==> config.mk <==
export PLATFORM = sky130hd
export DESIGN_NAME = dmac_chan
export DESIGN_NICKNAME = d
export VERILOG_FILES = /design/src/rtl/dmac_pkg.sv /design/src/rtl/dmac_req_front.sv /design/src/rtl/dmac_regs.sv /design/src/rtl/dmac_seq.sv /design/src/rtl/dmac_chan.sv
export SDC_FILE = /design/constraint.sdc
export NUM_CORES = 1
export LEC_CHECK = 0
export BUFFER_PORTS_ARGS = -buffer_cell sky130_fd_sc_hd__buf_2
export CAP_MARGIN = 15
export CORE_MARGIN = 1
export CORE_UTILIZATION = 52
export CTS_BUF_LIST = sky130_fd_sc_hd__clkbuf_8 sky130_fd_sc_hd__clkbuf_16
export CTS_CLUSTER_DIAMETER = 60
export DETAILED_ROUTE_END_ITERATION = 8
export GPL_ROUTABILITY_DRIVEN = 0
export PLACE_DENSITY = 0.89
export SYNTH_ARGS = -nofsm -noshare
export SYNTH_HDL_FRONTEND = slang
export SYNTH_SLANG_ARGS = --single-unit
==> constraint.sdc <==
create_clock -name clk -period 5.7 [get_ports clk]
set_clock_uncertainty 0.2 [all_clocks]
set_input_delay 0.855 -clock clk [delete_from_list [all_inputs] [get_ports clk]]
set_output_delay 0.855 -clock clk [all_outputs]
set_load 0.03 [all_outputs]
==> src/rtl/dmac_pkg.sv <==
package dmac_pkg;
  typedef enum logic [1:0] {
    SQ_IDLE = 2'd0,
    SQ_BUS  = 2'd1,
    SQ_GAP  = 2'd2
  } sq_state_t;

  localparam int CTL_EN    = 0;
  localparam int CTL_EDGE  = 1;
  localparam int CTL_BURST = 2;
  localparam int CTL_SEL   = 3;
  localparam int CTL_DONE  = 8;

  localparam logic ADDR_COUNT = 1'b0;
  localparam logic ADDR_CTRL  = 1'b1;
endpackage

==> src/rtl/dmac_req_front.sv <==
module dmac_req_front #(
  parameter int NREQ = 2,
  parameter int SELW = 1
) (
  input  logic            clk,
  input  logic            rst_n,
  input  logic [NREQ-1:0] dreq_n,
  input  logic [SELW-1:0] sel,
  output logic            lvl_act,
  output logic            fall
);
  logic [NREQ-1:0] meta_q;
  logic [NREQ-1:0] sync_q;
  logic            prev_q;
  logic            cur;

  // two-flop synchroniser per request line
  for (genvar g = 0; g < NREQ; g++) begin : g_sync
    always_ff @(posedge clk or negedge rst_n) begin
      if (!rst_n) begin
        meta_q[g] <= 1'b1;
        sync_q[g] <= 1'b1;
      end else begin
        meta_q[g] <= dreq_n[g];
        sync_q[g] <= meta_q[g];
      end
    end
  end

  assign cur = (int'(sel) < NREQ) ? sync_q[sel] : 1'b1;

  always_ff @(posedge clk or negedge rst_n) begin
    if (!rst_n) prev_q <= 1'b1;
    else        prev_q <= cur;
  end

  assign lvl_act = ~cur;
  assign fall    = prev_q & ~cur;
endmodule

==> src/rtl/dmac_regs.sv <==
module dmac_regs
  import dmac_pkg::*;
#(
  parameter int CNT_W = 16,
  parameter int SELW  = 1
) (
  input  logic             clk,
  input  logic             rst_n,
  input  logic             reg_wr,
  input  logic             reg_addr,
  input  logic [31:0]      reg_wdata,
  output logic [31:0]      reg_rdata,
  input  logic             dec,
  input  logic             xfer_end,
  output logic [CNT_W-1:0] cnt_q,
  output logic             en_q,
  output logic             edge_q,
  output logic             burst_q,
  output logic [SELW-1:0]  sel_q,
  output logic             done_q
);
  always_ff @(posedge clk or negedge rst_n) begin
    if (!rst_n) begin
      cnt_q <= '0;
    end else if (reg_wr && reg_addr == ADDR_COUNT) begin
      cnt_q <= reg_wdata[CNT_W-1:0];
    end else if (dec) begin
      cnt_q <= cnt_q - 1'b1;
    end
  end

  always_ff @(posedge clk or negedge rst_n) begin
    if (!rst_n) begin
      en_q    <= 1'b0;
      edge_q  <= 1'b0;
      burst_q <= 1'b0;
      sel_q   <= '0;
      done_q  <= 1'b0;
    end else begin
      if (reg_wr && reg_addr == ADDR_CTRL) begin
        en_q    <= reg_wdata[CTL_EN];
        edge_q  <= reg_wdata[CTL_EDGE];
        burst_q <= reg_wdata[CTL_BURST];
        sel_q   <= reg_wdata[CTL_SEL +: SELW];
        if (reg_wdata[CTL_DONE]) done_q <= 1'b0;
      end
      if (xfer_end) begin
        en_q   <= 1'b0;
        done_q <= 1'b1;
      end
    end
  end

  always_comb begin
    reg_rdata = '0;
    if (reg_addr == ADDR_COUNT) begin
      reg_rdata[CNT_W-1:0] = cnt_q;
    end else begin
      reg_rdata[CTL_EN]             = en_q;
      reg_rdata[CTL_EDGE]           = edge_q;
      reg_rdata[CTL_BURST]          = burst_q;
      reg_rdata[CTL_SEL +: SELW]    = sel_q;
      reg_rdata[CTL_DONE]           = done_q;
    end
  end
endmodule

==> src/rtl/dmac_seq.sv <==
module dmac_seq
  import dmac_pkg::*;
(
  input  logic clk,
  input  logic rst_n,
  input  logic en,
  input  logic edge_mode,
  input  logic burst,
  input  logic lvl_act,
  input  logic fall,
  input  logic cnt_is_one,
  input  logic bus_gnt,
  output logic bus_req,
  output logic dack,
  output logic dec,
  output logic xfer_end,
  output logic dummy_q
);
  sq_state_t st_q, st_d;
  logic pend_q;
  logic req_hit, start, xfer;

  assign req_hit  = edge_mode ? (pend_q | fall) : lvl_act;
  assign start    = (st_q == SQ_IDLE) && en && req_hit;
  assign bus_req  = (st_q == SQ_BUS);
  assign xfer     = bus_req && bus_gnt;
  assign dack     = xfer && !dummy_q;
  assign dec      = dack;
  assign xfer_end = dack && cnt_is_one;

  always_comb begin
    st_d = st_q;
    unique case (st_q)
      SQ_IDLE: if (start) st_d = SQ_BUS;
      SQ_BUS: begin
        if (dack) begin
          if (cnt_is_one) st_d = SQ_IDLE;
          else if (!burst) st_d = SQ_GAP;
        end
      end
      SQ_GAP:  st_d = SQ_IDLE;
      default: st_d = SQ_IDLE;
    endcase
  end

  always_ff @(posedge clk or negedge rst_n) begin
    if (!rst_n) begin
      st_q    <= SQ_IDLE;
      dummy_q <= 1'b0;
      pend_q  <= 1'b0;
    end else begin
      st_q <= st_d;
      if (start)     dummy_q <= burst && edge_mode;
      else if (xfer) dummy_q <= 1'b0;
      if (!en || start) pend_q <= 1'b0;
      else if (fall)    pend_q <= 1'b1;
    end
  end
endmodule

==> src/rtl/dmac_chan.sv <==
module dmac_chan #(
  parameter int NREQ  = 2,
  parameter int CNT_W = 16
) (
  input  logic            clk,
  input  logic            rst_n,
  input  logic            reg_wr,
  input  logic            reg_addr,
  input  logic [31:0]     reg_wdata,
  output logic [31:0]     reg_rdata,
  input  logic [NREQ-1:0] dreq_n,
  output logic            bus_req,
  input  logic            bus_gnt,
  output logic            dack,
  output logic            done
);
  localparam int SELW = (NREQ > 1) ? $clog2(NREQ) : 1;

  logic [CNT_W-1:0] cnt_q;
  logic             en_q, edge_q, burst_q, done_q;
  logic [SELW-1:0]  sel_q;
  logic             lvl_act, fall, dec, xfer_end, dummy_q;

  dmac_req_front #(.NREQ(NREQ), .SELW(SELW)) front_i (
    .clk(clk), .rst_n(rst_n), .dreq_n(dreq_n), .sel(sel_q),
    .lvl_act(lvl_act), .fall(fall)
  );

  dmac_regs #(.CNT_W(CNT_W), .SELW(SELW)) regs_i (
    .clk(clk), .rst_n(rst_n), .reg_wr(reg_wr), .reg_addr(reg_addr),
    .reg_wdata(reg_wdata), .reg_rdata(reg_rdata), .dec(dec),
    .xfer_end(xfer_end), .cnt_q(cnt_q), .en_q(en_q), .edge_q(edge_q),
    .burst_q(burst_q), .sel_q(sel_q), .done_q(done_q)
  );

  dmac_seq seq_i (
    .clk(clk), .rst_n(rst_n), .en(en_q), .edge_mode(edge_q),
    .burst(burst_q), .lvl_act(lvl_act), .fall(fall),
    .cnt_is_one(cnt_q == CNT_W'(1)), .bus_gnt(bus_gnt),
    .bus_req(bus_req), .dack(dack), .dec(dec), .xfer_end(xfer_end),
    .dummy_q(dummy_q)
  );

  assign done = done_q;
endmodule

* Word level (Yosys, flattened, before mapping)
Cells that the tools add are included.
** Storage, ports and cells
- Bits in read-only memories :: 0
- Memories :: 0
- Register bits :: 30
- Bits of input ports :: 39
- Output and inout bits :: 35
- Latch bits :: 0
- RAM bits :: 0
- Logic and storage cells :: 67
** Cells by class
- Shifts and indexed selects :: 0
- Magnitude comparators :: 1
- Add/subtract/negate cells :: 1
- Div/mod/pow operators :: 0
- Mux-type cells :: 23
- $mul :: 0
- Equality and inequality tests :: 5
- Bitwise operators :: 4
- Reduce and logical (&&, ||, !) cells :: 19
** Operators by type and width (number)
- 16-bit two-way mux :: 2
- 16-bit by 1-bit equality test with 1-bit output, second input constant :: 1
- 16-bit by 1-bit subtractor with 16-bit output, second input constant :: 1
- 1-bit two-way mux :: 13
- 2-bit nonzero test :: 5
- 1-bit logical AND :: 8
- 2-bit two-way mux :: 4
- 4-bit two-way mux :: 2
- 7-bit two-way mux :: 1
- 2-bit case mux with 2 select lines :: 1
- 3-bit by 2-bit inequality test with 1-bit output, second input constant :: 1
- 3-bit AND reduction :: 1
- 2-bit by 1-bit equality test with 1-bit output, second input constant :: 1
- 1-bit zero test :: 2
- 2-bit zero test :: 1
- 1-bit by 2-bit < comparator with 1-bit output, second input constant :: 1
- 2-bit by 1-bit inequality test with 1-bit output, second input constant :: 1
- 2-bit inequality test, second input constant :: 1
- 1-bit NOT :: 2
- 2-bit AND reduction :: 1
- 1-bit bitwise AND :: 1
- 1-bit logical OR :: 1
- 1-bit bitwise OR :: 1

* Logic depth before layout (Yosys ltp)
Gate-level depths: netlist of run 1.
- Depth in word-level cells :: 9
- Mapped depth :: 6
- Gate-level depth less buffers :: 6

* Hierarchy
A second synthesis of run 1 with hierarchy kept.
** Unflattened totals
- Cells, all modules :: 184
- Area total of the unflattened synthesis :: 1741.7 um^2
** Modules (own cells, without submodules)
- dmac_regs :: area an instance 1318.8 um^2, times used 1, seq. area each 525.5 um^2, cells an instance 146
- dmac_seq :: area an instance 235.2 um^2, times used 1, seq. area each 100.1 um^2, cells an instance 25
- dmac_req_front :: area an instance 151.4 um^2, times used 1, seq. area each 131.4 um^2, cells an instance 8
- dmac_chan :: area an instance 36.3 um^2, times used 1, seq. area each 0.0 um^2, cells an instance 5

* Least setup slack after synthesis of run 1
Ideal clock, no wire load.
- Path kind :: input -> output
- From :: input port reg_addr
- To :: output port reg_rdata[0]
- Stages on the path :: 2
- Buffers on the path :: 1
- Data arrival time :: 1.746 ns
- Required time :: 4.645 ns
- Setup slack :: 2.899 ns
- Cell sequence :: clkbuf_1 o21ai_0
** Between the ends
- Cells in the longest elaborated chain, start to end :: 1
** RTL lines
- start, declared :: RTL line dmac_chan.sv:8 : input logic reg_addr,
- 4-bit two-way mux :: RTL line dmac_regs.sv:56 : if (reg_addr == ADDR_COUNT) begin
- end, declared :: RTL line dmac_chan.sv:10 : output logic [31:0] reg_rdata,
No other way between the ends.

* Worst setup path in the final report of run 1
- From :: input port bus_gnt
- To :: output port dack
** Between the ends
- Cells in the longest elaborated chain, start to end :: 2
** RTL lines
- start, declared :: RTL line dmac_chan.sv:13 : input logic bus_gnt,
- 1-bit logical AND :: RTL line dmac_seq.sv:26 : assign xfer = bus_req && bus_gnt;
- 1-bit logical AND :: RTL line dmac_seq.sv:27 : assign dack = xfer && !dummy_q;
- end, declared :: RTL line dmac_chan.sv:14 : output logic dack,
No other way between the ends.

==> results of run 1 <==
[worst max-delay path by stage]
stage	from	endpoint	slack [ps]	cells past startpoint
floorplan	reg_addr	reg_rdata[0]	2900	2
global placement	bus_gnt	dack	2560	4
detailed placement	bus_gnt	dack	2570	4
CTS	bus_gnt	dack	2570	4
global route	bus_gnt	dack	2450	4
finish	bus_gnt	dack	2530	4
[flip-flops by register name, indices dropped and copies added, names as in the netlist, 2 cells and up]
signal and count:
regs_i.cnt_q 16, front_i.meta_q 2, front_i.sync_q 2, seq_i.st_q 2
[Yosys cell counts, drive strengths merged (2+ instances only)]
cell    count
dfrtp      25
nand2      22
buf        18
o21ai      13
nor2b      12
nor2       11
inv         7
nor3        7
mux2        6
nor4        6
xnor2       6
dfstp       5
a31oi       4
clkbuf      4
nand2b      4
nand3       4
or3         4
or4         4
or2         3
xor2        3
a21oi       2
ha          2
mux2i       2
nand4       2
o211ai      2
[routing by layer]
layer / wire, µm / global-route usage (%) / vias to the layer above
met4: 63 / 9.42 / 0
met3: 196 / 7.04 / 8
met5: 0 / 0 / -
met2: 1850 / 38.9 / 56
li1: - / - / 720
met1: 1710 / 27.4 / 691
[layout by cell type, fill, tap and decap left out, types with 2 or more instances in the layout]
| master | netlist | layout |
|---|---|---|
| nand2_1 | 22 | 22 |
| conb_1 | 1 | 16 |
| a31oi_1 | 4 | 4 |
| buf_2 | 0 | 41 |
| mux2_2 | 6 | 6 |
| inv_1 | 7 | 7 |
| nor4_1 | 3 | 3 |
| xnor2_1 | 6 | 6 |
| or2_2 | 3 | 3 |
| dfrtp_1 | 25 | 25 |
| o211ai_1 | 2 | 2 |
| nand2b_1 | 4 | 4 |
| nor3_1 | 6 | 6 |
| nor4_2 | 2 | 2 |
| dfstp_2 | 5 | 5 |
| clkbuf_8 | 0 | 6 |
| nor2_1 | 11 | 11 |
| mux2i_1 | 2 | 2 |
| nand4_1 | 2 | 2 |
| o21ai_0 | 12 | 12 |
| ha_1 | 2 | 2 |
| or3_1 | 3 | 3 |
| xor2_1 | 3 | 3 |
| or4_1 | 2 | 2 |
| a21oi_1 | 2 | 2 |
| bufinv_16 | 0 | 2 |
| nand3_1 | 4 | 4 |
| nor2b_1 | 12 | 12 |
[kinds of logic after synthesis]
logic type                 after synthesis  share of synthesized area [%]
and+or+nand+nor                         84                           27.9
DFF                                     30                           42.2
buffers and inverters                   29                           9.41
AOI/OAI and AO/OA                       28                           9.62
xor gates and xnor gates                 9                           4.39
muxes                                    8                           4.88
adders and majority gates                2                           1.39
other                                    1                          0.209
[power groups by stage]
stage | clock, W | combinational [W] | sequential, W
global route | 0.000281 | 0.000323 | 0.000331
floorplan | 0 | 0.000235 | 0.000307
CTS | 0.000269 | 0.000295 | 0.000322
detailed placement | 0 | 0.000290 | 0.000324
finish | 0.000270 | 0.000295 | 0.000323
global placement | 0 | 0.000282 | 0.000319
[metrics by stage]
stage	setup slack, ps	total power, W	utilization, %
6_report	2530	0.000888	67.2
5_1_grt	2450	0.000935	67.2
4_1_cts	2570	0.000886	67.2
3_5_place_dp	2570	0.000614	62.7
3_3_place_gp	2560	0.000601	62.7
2_1_floorplan	2900	0.000542	-
[cell type report]
type / count / share of cell area [%]
clock inverter: 2 / 2.83
tap: 44 / 2.60
inverter: 7 / 1.24
clock buffer: 6 / 3.90
sequential: 30 / 35.7
timing repair buffer: 42 / 10.0
multi-input combinational: 147 / 43.7
==> impl_metrics.py, run 1 <==
metrics = {
    "status": {
        "run_status": "completed",
    },
    "timing": {
        "setup_tns_ps": 0,
        "slew_headroom_pct": 55.9,
        "grt_setup_unrepaired": "false",
        "slew_viol_final": 0,
        "fmax_mhz": 315,
        "setup_violations": 0,
        "worst_slew_pin_slew_ps": 662,
        "hold_viol": 0,
        "min_period_ps": 3170,
        "fin_crit_sh_pct": 55.7,
        "holdWs_ps": 156,
    },
    "die": {
        "core_mm2": 0.00315,
        "start_util_pct": 56.9,
        "row_count": 20,
        "die_x_um": 60.8,
        "io_pins": 74,
        "dieArea_mm2": 0.00369,
        "die_height_um": 60.8,
    },
    "detailed_routing": {
        "drc": 0,
        "drt-initial-drc-count": 64,
        "finalWirelength_um": 3810,
        "post_drt_wl_per_cell_um": 13.7,
        "vias_per_cell": 5.31,
        "vias": 1475,
        "first_pass_iters": 4,
        "ant_nets": 0,
    },
    "synthesis": {
        "netlist_area_mm2": 0.00180,
        "yosysWarningCount": 0,
        "synth_area_per_cell_um2": 9.40,
        "synthFlopType": "dfrtp_1",
        "ys_seq_area_share_pct": 42.2,
        "synthTopCellsByArea": "dfrtp_1 (35%), dfstp_2 (7.3%), buf_4 (6.7%)",
        "synth_edf_count": 0,
        "yosysUniqueCellTypes": 46,
        "synth_top_area_cell": "dfrtp_1",
        "ys_ff_latch": 30,
        "syn-instance-count": 191,
        "synth_top_area_share_pct": 34.8,
        "synthArstFlopShare_pct": 100,
    },
    "critical_path": {
        "path_class": "input pin to output port",
        "crit_arrival_ps": 2120,
        "crit_top_cell": "buf_2",
        "r2r-end": "regs_i.cnt_q[14]$_DFFE_PN0P_",
        "path_cells": "buf_2 > nand4bb_1 > inv_1 > buf_2",
        "reg2regPathDepth": 5,
        "path_buf_inv": 3,
        "critPathRequiredTime_ps": 4640,
        "timing.rr.start": "seq_i.st_q[1]$_DFFE_PN0P_",
        "cp-end-kind": "output port",
        "path_max_fanout": 13,
        "slowest_delay_ps": 480,
        "cp-start-kind": "input pin",
        "critical_path.top_delay_family": "buffers and inverters",
        "r2r_slack_ps": 3180,
        "cpMaxStageDelayCell": "nand4bb_1",
    },
    "final_layout": {
        "layout.nets": 274,
        "seqCellArea_um2": 757,
        "stdcell_count": 278,
        "fill_cells": 274,
        "antenna_cells": 0,
        "drive_gt1_share_pct": 30.8,
        "multi_input_area_um2": 926,
        "finalInstanceArea_mm2": 0.00212,
        "area_delta_synth_final_pct": 18.0,
    },
    "clock_network": {
        "post_cts.repair.setup_buffers": 0,
        "clockBufferDepth": 2,
        "cts_inserted_buffers": 5,
        "cts_resized": 0,
        "htreeDepth": 2,
        "clk_latency_ps": 290,
        "postCtsHoldBufs": 0,
        "clk_transition_reported_paths_ps": 60,
        "cts_tree": "done",
        "cts_sinks": 30,
        "clockRootBuffer": "clkbuf_8",
    },
    "global_routing": {
        "grt_overflow_total": 0,
        "grt_start_max_net_pins": 31,
        "grt_pass1_vias": 1361,
        "grt_pass1_wl_um": 6100,
        "antenna_found_initial": 0,
        "grt_usage_pct": 23.1,
    },
    "placement": {
        "dp.cells": 270,
        "hpwl_um": 2740,
        "portBuffers": 41,
        "placed_cell_area_mm2": 0.00198,
    },
    "pwr": {
        "power-per-cell-area_mw_per_mm2": 419,
        "switching_share_pct": 37.7,
        "clkPwrFrac_pct": 30.4,
        "power.internal_w": 0.000553,
        "power.switching_w": 0.000335,
        "irDropWorstVdd_mv": 0.247,
        "p_leak_nw": 0.974,
        "power_frac_seq_pct": 36.4,
        "combPwrFrac_pct": 33.2,
    },
    "hold_path": {
        "hold_depth": 0,
        "hp-start": "front_i.meta_q[1]$_DFF_PN1_",
        "hold_path.class": "flop to flop",
        "holdPathEnd": "front_i.sync_q[1]$_DFF_PN1_",
    },
    "flow_run": {
        "drv_cap": 0,
    },
}
Power figures use the tool's default switching activity.
==> run 2: changes to the inputs <==
CORE_UTILIZATION = 48   (was 52)
PLACE_DENSITY = 0.84   (was 0.89)
clock period = 3 ns   (was 5.7 ns; I/O delays follow)
==> impl_metrics.py, run 2 (synthesized netlist as in run 1, its figures left out) <==
metrics = {
    "status": {
        "run_status": "finished, violations left",
        "violations": "hold timing",
    },
    "detailed_routing": {
        "vias": 1462,
        "drt-initial-drc-count": 66,
        "post_drt_wl_per_cell_um": 13.2,
        "finalWirelength_um": 3700,
        "vias_per_cell": 5.20,
        "ant_nets": 0,
        "first_pass_iters": 4,
        "drc": 0,
    },
    "timing": {
        "setup_slack_ps": 866,
        "slew_viol_final": 0,
        "hold_viol": 8,
        "grt_setup_unrepaired": "false",
        "setup_tns_ps": 0,
        "min_period_ps": 2130,
        "fmax_mhz": 469,
        "worst_slew_pin_slew_ps": 675,
        "slew_headroom_pct": 55.0,
        "holdWs_ps": -5.51,
        "setup_violations": 0,
        "fin_crit_sh_pct": 71.1,
    },
    "die": {
        "io_pins": 74,
        "die_height_um": 63.2,
        "dieArea_mm2": 0.00399,
        "die_x_um": 63.2,
        "row_count": 21,
        "core_mm2": 0.00347,
        "start_util_pct": 51.8,
    },
    "final_layout": {
        "most-common-layout-cells": "buf_2 (41), dfrtp_1 (25), nand2_1 (22), conb_1 (16)",
        "area_delta_synth_final_pct": 15.3,
        "antenna_cells": 0,
        "final_common_cell": "buf_2",
        "regMostFlops": "regs_i.cnt_q",
        "layout.nets": 275,
        "largest_register_ffs": 16,
        "fill_cells": 322,
        "drive_gt1_share_pct": 30.6,
        "stdcell_count": 281,
    },
    "clock_network": {
        "cts_sinks": 30,
        "clockRootBuffer": "clkbuf_8",
        "clk_latency_ps": 290,
        "clockBufferDepth": 2,
        "cts_tree": "done",
        "cts_resized": 0,
        "clk_transition_reported_paths_ps": 70,
        "post_cts.repair.setup_buffers": 0,
        "cts_inserted_buffers": 5,
        "htreeDepth": 2,
        "postCtsHoldBufs": 0,
    },
    "critical_path": {
        "cp-start-kind": "flop",
        "cp-end-kind": "output port",
        "path_class": "flop to output port",
        "critPathRequiredTime_ps": 2350,
        "reg2regPathDepth": 6,
        "path_max_fanout": 13,
        "crit_arrival_ps": 1480,
    },
    "placement": {
        "portBuffers": 41,
        "hpwl_um": 2720,
        "dp_slack_ps": 884,
        "dp.cells": 273,
    },
    "pwr": {
        "power.switching_w": 0.000618,
        "irDropWorstVdd_mv": 0.323,
        "power-per-cell-area_mw_per_mm2": 714,
        "power_w": 0.00148,
        "power_frac_seq_pct": 41.3,
        "clkPwrFrac_pct": 20.7,
        "power.internal_w": 0.000859,
        "p_leak_nw": 0.957,
        "switching_share_pct": 41.9,
        "combPwrFrac_pct": 37.9,
    },
    "global_routing": {
        "grt_overflow_total": 0,
        "grt_usage_pct": 20.5,
        "grt_start_max_net_pins": 31,
        "antenna_found_initial": 0,
        "grt_pass1_vias": 1323,
        "grt_pass1_wl_um": 6280,
    },
    "hold_path": {
        "hold_path.class": "input pin to async pin",
    },
    "flow_run": {
        "drv_cap": 0,
    },
}
run 2: cell count changes in the layout (fill, tap and decap cells not counted):
cell | before | now
clkbuf_8 | 6 | 5
buf_4 | 1 | 2
bufinv_16 | 2 | 0
inv_1 | 7 | 8
clkinv_2 | 0 | 2
run 2: critical path, cell delays in order, from the launching register on:
cell	delay, ps
dfrtp_1	390
nand4bb_1	170
buf_4	190
inv_1	190
buf_2	240
run 2: metrics by stage:
stage                     utilization (%)  instance area (µm²)
after floorplan                         -                 1850
after global placement               57.3                 1990
after detailed placement             57.3                 1990
after CTS                            59.7                 2070
after global routing                 59.7                 2070
final                                59.7                 2070
run 2: final cells by class:
class	instances	area, µm²	share of cell area (%)
multi-input cells	147	926	44.7
flip-flops and latches	30	757	36.6
repair buffers	43	220	10.6
clock buffers	5	68.8	3.33
well taps	46	57.6	2.78
inverters	7	26.3	1.27
clock inverters	3	13.8	0.665
run 2: worst paths after layout:
| check | slack [ps] | start | endpoint |
|---|---|---|---|
| min | -6 | rst_n | regs_i.cnt_q[3]$_DFFE_PN0P_ |
| min in group clk | 70 | dreq_n[1] | front_i.meta_q[1]$_DFF_PN1_ |
| max reg2reg | 950 | seq_i.st_q[1]$_DFFE_PN0P_ | regs_i.cnt_q[15]$_DFFE_PN0P_ |
| max in group asynchronous | 2150 | rst_n | regs_i.cnt_q[8]$_DFFE_PN0P_ |
| min reg2reg | 160 | front_i.meta_q[1]$_DFF_PN1_ | front_i.sync_q[1]$_DFF_PN1_ |
| max | 870 | seq_i.st_q[1]$_DFFE_PN0P_ | dack |
run 2: layer usage:
layer  global-route usage [%]  share of wire, %  vias up
met5                        0                 0        -
li1                         -                 -      718
met1                     28.2                46      687
met2                     31.3                46       53
met3                     4.71               6.3        4
met4                     7.27               1.2        0
run 2: power groups by stage:
stage | clock, W | sequential (W) | combinational [W]
after floorplan | 0 | 0.000583 | 0.000447
after global placement | 0 | 0.000606 | 0.000545
after detailed placement | 0 | 0.000617 | 0.000559
after CTS | 0.000312 | 0.000610 | 0.000563
after global routing | 0.000338 | 0.000628 | 0.000614
final | 0.000306 | 0.000610 | 0.000560
